===== src/rtl/pwd_pkg.sv =====
package pwd_pkg;

    typedef enum logic [1:0] {
        WD_OFF   = 2'd0,
        WD_ARMED = 2'd1,
        WD_FIRE  = 2'd2
    } wd_state_e;

endpackage


===== src/rtl/presc_chain.sv =====
module presc_chain #(
    parameter int NSTAGE   = 15,
    parameter int CLR_LO   = 11,
    parameter int WAKE_TAP = 14,
    parameter int WD_TAP   = 10
) (
    input  logic              clk,
    input  logic              por_i,
    input  logic              pin_rst_i,
    input  logic              tick_i,
    input  logic              clr_hi_i,
    output logic [NSTAGE-1:0] taps_o,
    output logic              wake_o,
    output logic              wd_fall_o
);

    // carry[s] high: stage s (bit s-1) falls this edge, so bit s toggles
    logic [NSTAGE:0]   carry;
    logic [NSTAGE-1:0] stage_q;
    logic              hi_clear;
    logic              wake_q;

    assign carry[0] = tick_i;
    assign hi_clear = clr_hi_i | pin_rst_i;

    for (genvar s = 0; s < NSTAGE; s++) begin : g_stage
        assign carry[s+1] = carry[s] & stage_q[s];

        if (s >= CLR_LO - 1) begin : g_upper
            always_ff @(posedge clk) begin
                if (por_i || hi_clear) begin
                    stage_q[s] <= 1'b0;
                end else if (carry[s]) begin
                    stage_q[s] <= ~stage_q[s];
                end
            end
        end else begin : g_lower
            always_ff @(posedge clk) begin
                if (por_i) begin
                    stage_q[s] <= 1'b0;
                end else if (carry[s]) begin
                    stage_q[s] <= ~stage_q[s];
                end
            end
        end
    end

    always_ff @(posedge clk) begin
        if (por_i) begin
            wake_q <= 1'b0;
        end else begin
            wake_q <= carry[WAKE_TAP] & ~hi_clear;
        end
    end

    assign taps_o    = stage_q;
    assign wake_o    = wake_q;
    assign wd_fall_o = carry[WD_TAP];

endmodule


===== src/rtl/wd_fsm.sv =====
module wd_fsm
    import pwd_pkg::*;
#(
    parameter int EXP0 = 3,
    parameter int EXP1 = 6,
    parameter int EXP2 = 9
) (
    input  logic       clk,
    input  logic       por_i,
    input  logic       pin_rst_i,
    input  logic       fall_i,
    input  logic       set_i,
    input  logic       clr_i,
    input  logic       kick_i,
    input  logic [1:0] sel_i,
    output logic       rst_pulse_o
);

    localparam int CW = EXP2;
    localparam logic [CW-1:0] LIM0 = CW'((1 << EXP0) - 1);
    localparam logic [CW-1:0] LIM1 = CW'((1 << EXP1) - 1);
    localparam logic [CW-1:0] LIM2 = CW'((1 << EXP2) - 1);

    wd_state_e     state_q, state_d;
    logic [CW-1:0] cnt_q, cnt_d;
    logic [CW-1:0] last_val;
    logic          at_limit;

    always_comb begin
        unique case (sel_i)
            2'd0:    last_val = LIM0;
            2'd1:    last_val = LIM1;
            default: last_val = LIM2;
        endcase
    end

    assign at_limit = fall_i && (cnt_q >= last_val) && !kick_i;

    // state register
    always_ff @(posedge clk) begin
        if (por_i || pin_rst_i) begin
            state_q <= WD_OFF;
            cnt_q   <= '0;
        end else begin
            state_q <= state_d;
            cnt_q   <= cnt_d;
        end
    end

    // transitions: arm, overflow, rearm, disarm
    always_comb begin
        state_d = state_q;
        unique case (state_q)
            WD_OFF:   if (set_i && !clr_i) state_d = WD_ARMED;
            WD_ARMED: if (clr_i)           state_d = WD_OFF;
                      else if (at_limit)   state_d = WD_FIRE;
            WD_FIRE:  if (clr_i)           state_d = WD_OFF;
                      else                 state_d = WD_ARMED;
            default:                       state_d = WD_OFF;
        endcase
    end

    always_comb begin
        if (state_d == WD_OFF) begin
            cnt_d = '0;
        end else if (kick_i) begin
            cnt_d = '0;
        end else if (state_q == WD_ARMED && state_d == WD_FIRE) begin
            cnt_d = '0;
        end else if (state_q != WD_OFF && fall_i) begin
            cnt_d = cnt_q + 1'b1;
        end else begin
            cnt_d = cnt_q;
        end
    end

    // outputs
    always_comb begin
        rst_pulse_o = (state_q == WD_FIRE);
    end

endmodule


===== src/rtl/prescale_wdog.sv =====
module prescale_wdog #(
    parameter int NSTAGE   = 15,
    parameter int CLR_LO   = 11,
    parameter int WAKE_TAP = 14,
    parameter int WD_TAP   = 10,
    parameter int WD_EXP0  = 3,
    parameter int WD_EXP1  = 6,
    parameter int WD_EXP2  = 9
) (
    input  logic              clk,
    input  logic              por_i,
    input  logic              pin_rst_i,
    input  logic              base_tick_i,
    input  logic              clr_hi_i,
    input  logic              wd_set_i,
    input  logic              wd_clr_i,
    input  logic              wd_kick_i,
    input  logic [1:0]        wd_sel_i,
    output logic [NSTAGE-1:0] taps_o,
    output logic              wd_rst_o,
    output logic              wake_o
);

    logic wd_fall;

    presc_chain #(
        .NSTAGE  (NSTAGE),
        .CLR_LO  (CLR_LO),
        .WAKE_TAP(WAKE_TAP),
        .WD_TAP  (WD_TAP)
    ) u_chain (
        .clk      (clk),
        .por_i    (por_i),
        .pin_rst_i(pin_rst_i),
        .tick_i   (base_tick_i),
        .clr_hi_i (clr_hi_i),
        .taps_o   (taps_o),
        .wake_o   (wake_o),
        .wd_fall_o(wd_fall)
    );

    wd_fsm #(
        .EXP0(WD_EXP0),
        .EXP1(WD_EXP1),
        .EXP2(WD_EXP2)
    ) u_wd (
        .clk        (clk),
        .por_i      (por_i),
        .pin_rst_i  (pin_rst_i),
        .fall_i     (wd_fall),
        .set_i      (wd_set_i),
        .clr_i      (wd_clr_i),
        .kick_i     (wd_kick_i),
        .sel_i      (wd_sel_i),
        .rst_pulse_o(wd_rst_o)
    );

endmodule


===== config.mk =====
export PLATFORM = sky130hd
export DESIGN_NAME = prescale_wdog
export DESIGN_NICKNAME = d
export VERILOG_FILES = /design/src/rtl/pwd_pkg.sv /design/src/rtl/presc_chain.sv /design/src/rtl/wd_fsm.sv /design/src/rtl/prescale_wdog.sv
export SDC_FILE = /design/constraint.sdc
export NUM_CORES = 1
export LEC_CHECK = 0
export BUFFER_PORTS_ARGS = -buffer_cell sky130_fd_sc_hd__buf_2
export CORE_ASPECT_RATIO = 0.9
export CORE_MARGIN = 1.5
export CORE_UTILIZATION = 39
export CTS_BUF_LIST = sky130_fd_sc_hd__clkbuf_8
export DETAILED_ROUTE_END_ITERATION = 12
export SYNTH_ARGS = -nofsm -noshare
export SYNTH_HDL_FRONTEND = slang
export SYNTH_SLANG_ARGS = --single-unit
export TNS_END_PERCENT = 1

===== constraint.sdc =====
create_clock -name clk -period 2.4 [get_ports clk]
set_clock_uncertainty 0.2 [all_clocks]
set_input_delay 0.24 -clock clk [delete_from_list [all_inputs] [get_ports clk]]
set_output_delay 0.24 -clock clk [all_outputs]
set_load 0.1 [all_outputs]

* Word-level counts from Yosys, hierarchy flattened *
Index checks and enable logic that the tools add are counted.

storage, ports and cells
  flip-flop bits (word level) = 27
  output and inout bits = 17

operators by class
  reductions and logical operators = 14
  $add $sub $neg = 1
  multiplexer cells = 6
  magnitude comparators = 1
  equal/unequal tests = 4
  bitwise operators = 32

operators with widths
  kind                   count
  $pmux W9 S2            1
  $not A1 Y1             16
  $and A1 B1 Y1          15
  $add A9 B1 Y9 const B  1
  $ge A9 B9 Y1           1
  $logic_not A2 Y1       3
  $mux W2                3
  $pmux W2 S3            1
  $logic_and A1 B1 Y1    5
  $eq A2 B1 Y1 const B   2
  $eq A2 B2 Y1 const B   2
  $reduce_or A4 Y1       1
  $logic_not A1 Y1       2
  $logic_or A1 B1 Y1     2
  $reduce_bool A2 Y1     1
  $mux W1                1
  $or A1 B1 Y1           1

* Depth between registers and ports, before layout *
  depth in word-level cells = 18
  gate-level depth with buffers = 6

* Cells and area by module *
A second synthesis with hierarchy kept.

unflattened totals
  cell total of the unflattened synthesis = 161
  area total of the unflattened synthesis = 1440.1 um^2

modules (own cells, without submodules)
  module       instances  cells each  seq. area each (um^2)  area each (um^2)
  presc_chain  1          84          320.3                  740.7
  wd_fsm       1          77          220.2                  699.4

* Worst setup path before layout *
Ideal clock, no wire load.

  path type = reg2reg
  from = reg u_chain.stage_q[0], in the netlist u_chain.taps_o[0]
  to = reg u_wd.cnt_q[6]
  path buffers = 1
  data required time = 2119 ps
  cell stages (with the launch flop) = 6
  setup slack = -435 ps
  arrival time = 2554 ps
  library setup time = 81 ps
  period minus slack after synthesis = 2835 ps
  cell sequence = dfxtp_1 nand4_2 or4_1 buf_2 or4_1 a22oi_1

between the ends
  longest elaborated chain between the ends = 18
  elaborated cells on any way between the ends = 20

ends and longest elaborated chain
  what                              line               RTL
  start, declared                   presc_chain.sv:19  logic [NSTAGE-1:0] stage_q;
  start signal, assigned by index   presc_chain.sv:42  stage_q[s] <= ~stage_q[s];
  $and A1 B1 Y1 (*) (10 in a row)   presc_chain.sv:27  assign carry[s+1] = carry[s] & stage_q[s];
  $logic_and A1 B1 Y1 (2 in a row)  wd_fsm.sv:37       assign at_limit = fall_i && (cnt_q >= last_val) && !kick_i;
  $mux W2                           wd_fsm.sv:56       else if (at_limit) state_d = WD_FIRE;
  $mux W2                           wd_fsm.sv:55       WD_ARMED: if (clr_i) state_d = WD_OFF;
  $pmux W2 S3                       wd_fsm.sv:53       unique case (state_q)
  $eq A2 B2 Y1                      wd_fsm.sv:68       end else if (state_q == WD_ARMED && state_d == WD_FIRE) begin
  $logic_and A1 B1 Y1               wd_fsm.sv:68
  $reduce_or A4 Y1 (no line)        -
  end signal, assigned              wd_fsm.sv:46       cnt_q <= cnt_d;
  end, declared                     wd_fsm.sv:25       logic [CW-1:0] cnt_q, cnt_d;

Every way passes the cells marked *; elsewhere a longest branch is shown, timed or not.
A chain may end at the register's enable or synchronous reset.

* Final worst setup path *
  from = reg u_chain.stage_q[2], in the netlist u_chain.taps_o[2]
  to = reg u_wd.cnt_q[3]

between the ends
  longest elaborated chain between the ends = 16
  elaborated cells on any way between the ends = 18

ends and longest elaborated chain
  what                              line
  $and A1 B1 Y1 (*) (8 in a row)    presc_chain.sv:27
  $logic_and A1 B1 Y1 (2 in a row)  wd_fsm.sv:37
  $mux W2                           wd_fsm.sv:56
  $mux W2                           wd_fsm.sv:55
  $pmux W2 S3                       wd_fsm.sv:53
  $eq A2 B2 Y1                      wd_fsm.sv:68
  $logic_and A1 B1 Y1               wd_fsm.sv:68
  $reduce_or A4 Y1 (no line)        -

Marked as above.

==> results.py <==
metrics = {
    "clocking": {
        "holdBufCountCts": 0,
        "clock_latency_ns": 0.27,
        "h-tree-depth": 1,
        "clockRootBuffer": "clkbuf_8",
        "cts_buffer_depth": 2,
        "post_cts_buffers": 0,
        "numCtsBuffers": 3,
        "post_cts_resized": 0,
        "cts_tree": "done",
        "clk_pin_slew_ns": 0.09,
        "clock-sinks": 27,
    },
    "critical_path": {
        "critPathCaptureType": "flip-flop",
        "startpoint_type": "flip-flop",
        "critPathRequiredTime_ns": 2.40,
        "critPathArrivalTime_ns": 2.20,
        "worst-setup-path-type": "flip-flop to flip-flop",
        "max_stage_delay_ns": 0.70,
        "cp_max_fo": 10,
        "cp_cell_sequence": "nand4_2 > or4_1 > buf_4 > or3_1 > a22oi_1",
        "cpMaxStageDelayCell": "or4_1",
    },
    "yosys": {
        "yosysMostFrequentCell": "dfxtp_1",
        "ys_top_cells_by_count": "27 x dfxtp_1, 13 x nor2_1, 13 x or3_1",
        "synthFlopType": "dfxtp_1",
        "synth.avg_cell_area_um2": 8.73,
        "synth-seq-cells": 27,
        "ys_async_sr_fraction_pct": 0,
        "syn-cell-area_um2": 1360,
        "synth_top_area_share_pct": 39.7,
        "syn_inst": 156,
        "netlist.top_cell.by_area": "dfxtp_1",
        "synth_fp_nets": 173,
        "synthTopCellsByArea": "dfxtp_1 40%, ha_1 6.4%, or3_1 6.0%",
        "synth-edff-count": 0,
        "yosysWarnings": 0,
        "seq_area_frac_synth_pct": 39.7,
        "ys_types": 33,
    },
    "floorplan": {
        "core_um2": 3350,
        "rows": 20,
        "dieWidth_um": 65.3,
        "initial_core_util_pct": 40.6,
        "fp.dieH_um": 59.1,
        "dieArea_um2": 3860,
        "io_pins": 27,
    },
    "pwr": {
        "peakVddDrop_mv": 0.429,
        "clockPowerShare_pct": 32.7,
        "netSwitchingFraction_pct": 24.3,
        "cellInternalPower_w": 0.000580,
        "comb_power_share_pct": 7.9,
        "p_seq_share_pct": 59.5,
        "power_switching_w": 0.000187,
        "p_leak_nw": 0.678,
        "powerDensity_nw_per_um2": 476,
    },
    "global_route": {
        "grt_max_degree": 15,
        "grt_pass1_vias": 1081,
        "overflow": 0,
        "antenna_found_initial": 0,
        "grt_pass1_wl_um": 4840,
        "grt_usage_pct": 16.1,
    },
    "flow_run": {
        "max_cap_viol_count": 0,
    },
    "placement": {
        "globalplace.congestion": 0.774,
        "hpwl_um": 2140,
        "portBuffers": 26,
    },
    "sta": {
        "finalHoldViolations": 0,
        "drv_slew": 0,
        "tightest_slew_ns": 0.487,
        "finalSetupTns_ns": 0,
        "relSlewSlack_pct": 67.7,
        "max_freq_mhz": 453,
        "rsz0062_at_grt": "no",
        "period_share_pct": 92.0,
        "finalSetupViolCount": 0,
        "fin_crit_ns": 2.21,
    },
    "drt": {
        "final_antenna_net_count": 0,
        "drt_iter0_markers": 47,
        "first_pass_iters": 4,
        "routed_via_density": 5.38,
        "drt-total-wl_um": 2850,
        "num_vias": 1221,
        "drc": 0,
        "routedWlPerCell_um": 12.6,
    },
    "layout": {
        "final_layout_size_suffix_gt1_share_pct": 24.0,
        "fillers": 347,
        "antennaDiodeCount": 0,
        "final_util_pct": 48.1,
        "fin_nets": 201,
        "area_growth_pct": 18.4,
    },
    "run_status": {
        "status": "finished clean",
    },
    "worst_hold_path": {
        "hold_class": "input port to flip-flop",
    },
}
## power groups by stage
| stage | clock [W] | sequential (W) | combinational, W |
|---|---|---|---|
| final | 0.000250 | 0.000456 | 0.0000603 |
| after global routing | 0.000281 | 0.000457 | 0.0000649 |
| after floorplan | 0 | 0.000492 | 0.0000178 |
| after global placement | 0 | 0.000466 | 0.0000586 |
| after detailed placement | 0 | 0.000467 | 0.0000602 |
| after CTS | 0.000261 | 0.000456 | 0.0000604 |
## layer usage
metal  global-route usage [%]  wire, um  up-vias
li1                         -         -      627
met1                     21.2      1430      570
met2                     27.0      1310       22
met3                     3.99        90        2
met4                     3.57        18        0
met5                        0         0        -
## cell families (layout without fill, tap and decap cells)
group / after synthesis / after routing / synth area share [%]
and+or+nand+nor: 65 / 65 / 26.7
AOI/OAI and AO/OA: 34 / 34 / 15.8
DFF: 27 / 27 / 39.7
xor gates and xnor gates: 12 / 12 / 7.71
buffers and inverters: 10 / 37 / 2.94
adders and majority gates: 7 / 7 / 6.43
muxes: 1 / 1 / 0.735
## cell usage in the layout (no fill, tap or decap), types with 2 or more instances in the layout
master and n:
nor2_1 13, xnor2_1 5, and2_1 2, dfxtp_2 6, or4_1 3, dfxtp_1 17
a21oi_1 7, nor4_1 2, nor3_1 2, o21ai_0 11, and4_1 2, ha_1 7
nand2_1 7, xor2_1 7, and3_1 3, a22oi_1 8, nand3_1 9, buf_2 26
clkbuf_8 3, a21o_1 3, dfxtp_4 4, nand4_1 4, buf_4 3, inv_1 5
a211o_1 2, or3_1 13
## flip-flops by register name, indices dropped and copies added, names as in the netlist
name,flops
u_wd.state_q,2
u_chain.wake_o,1
u_wd.cnt_q,9
u_chain.taps_o,15
## per-stage QoR
stage	cell area (um2)	power [W]	hold slack, ns	setup WS (ns)	std cells
global placement	1570	0.000524	0.264	0.234	223
finish	1610	0.000767	0.0831	0.192	227
detailed placement	1570	0.000527	0.283	0.182	223
CTS	1610	0.000777	0.0785	0.196	227
global route	1610	0.000803	0.0870	0.0746	227
floorplan	1390	0.000509	0.176	0.00348	156
## path summary, 6_finish.rpt
check	from	slack, ns	depth (start not counted)	end
setup / recovery	u_chain.taps_o[2]$_SDFFE_PP0N_	0.19	5	u_wd.cnt_q[3]$_SDFFE_PP0P_
hold / removal	base_tick_i	0.08	3	u_chain.taps_o[0]$_SDFFE_PP0P_
setup reg to reg	u_chain.taps_o[2]$_SDFFE_PP0N_	0.19	5	u_wd.cnt_q[3]$_SDFFE_PP0P_
hold reg to reg	u_chain.taps_o[14]$_SDFFE_PP0P_	0.30	2	u_chain.taps_o[14]$_SDFFE_PP0P_
## layout make-up
cell class	count	area, um2	share of cell area [%]
inverters	4	15.0	0.931
clock inverters	1	3.75	0.233
well taps	44	55.1	3.41
multi-input cells	119	782	48.5
repair buffers	29	153	9.46
clock buffers	3	41.3	2.56
flip-flops and latches	27	563	34.9
## critical path: cells and delay by family, from the launching register on
family                 cells  cell delay, ns
AO/OA/AOI/OAI              1            0.15
buffers and inverters      1            0.22
flip-flops                 1            0.37
AND/OR/NAND/NOR            3            1.19
No activity file was read; power rests on OpenSTA's default activity.
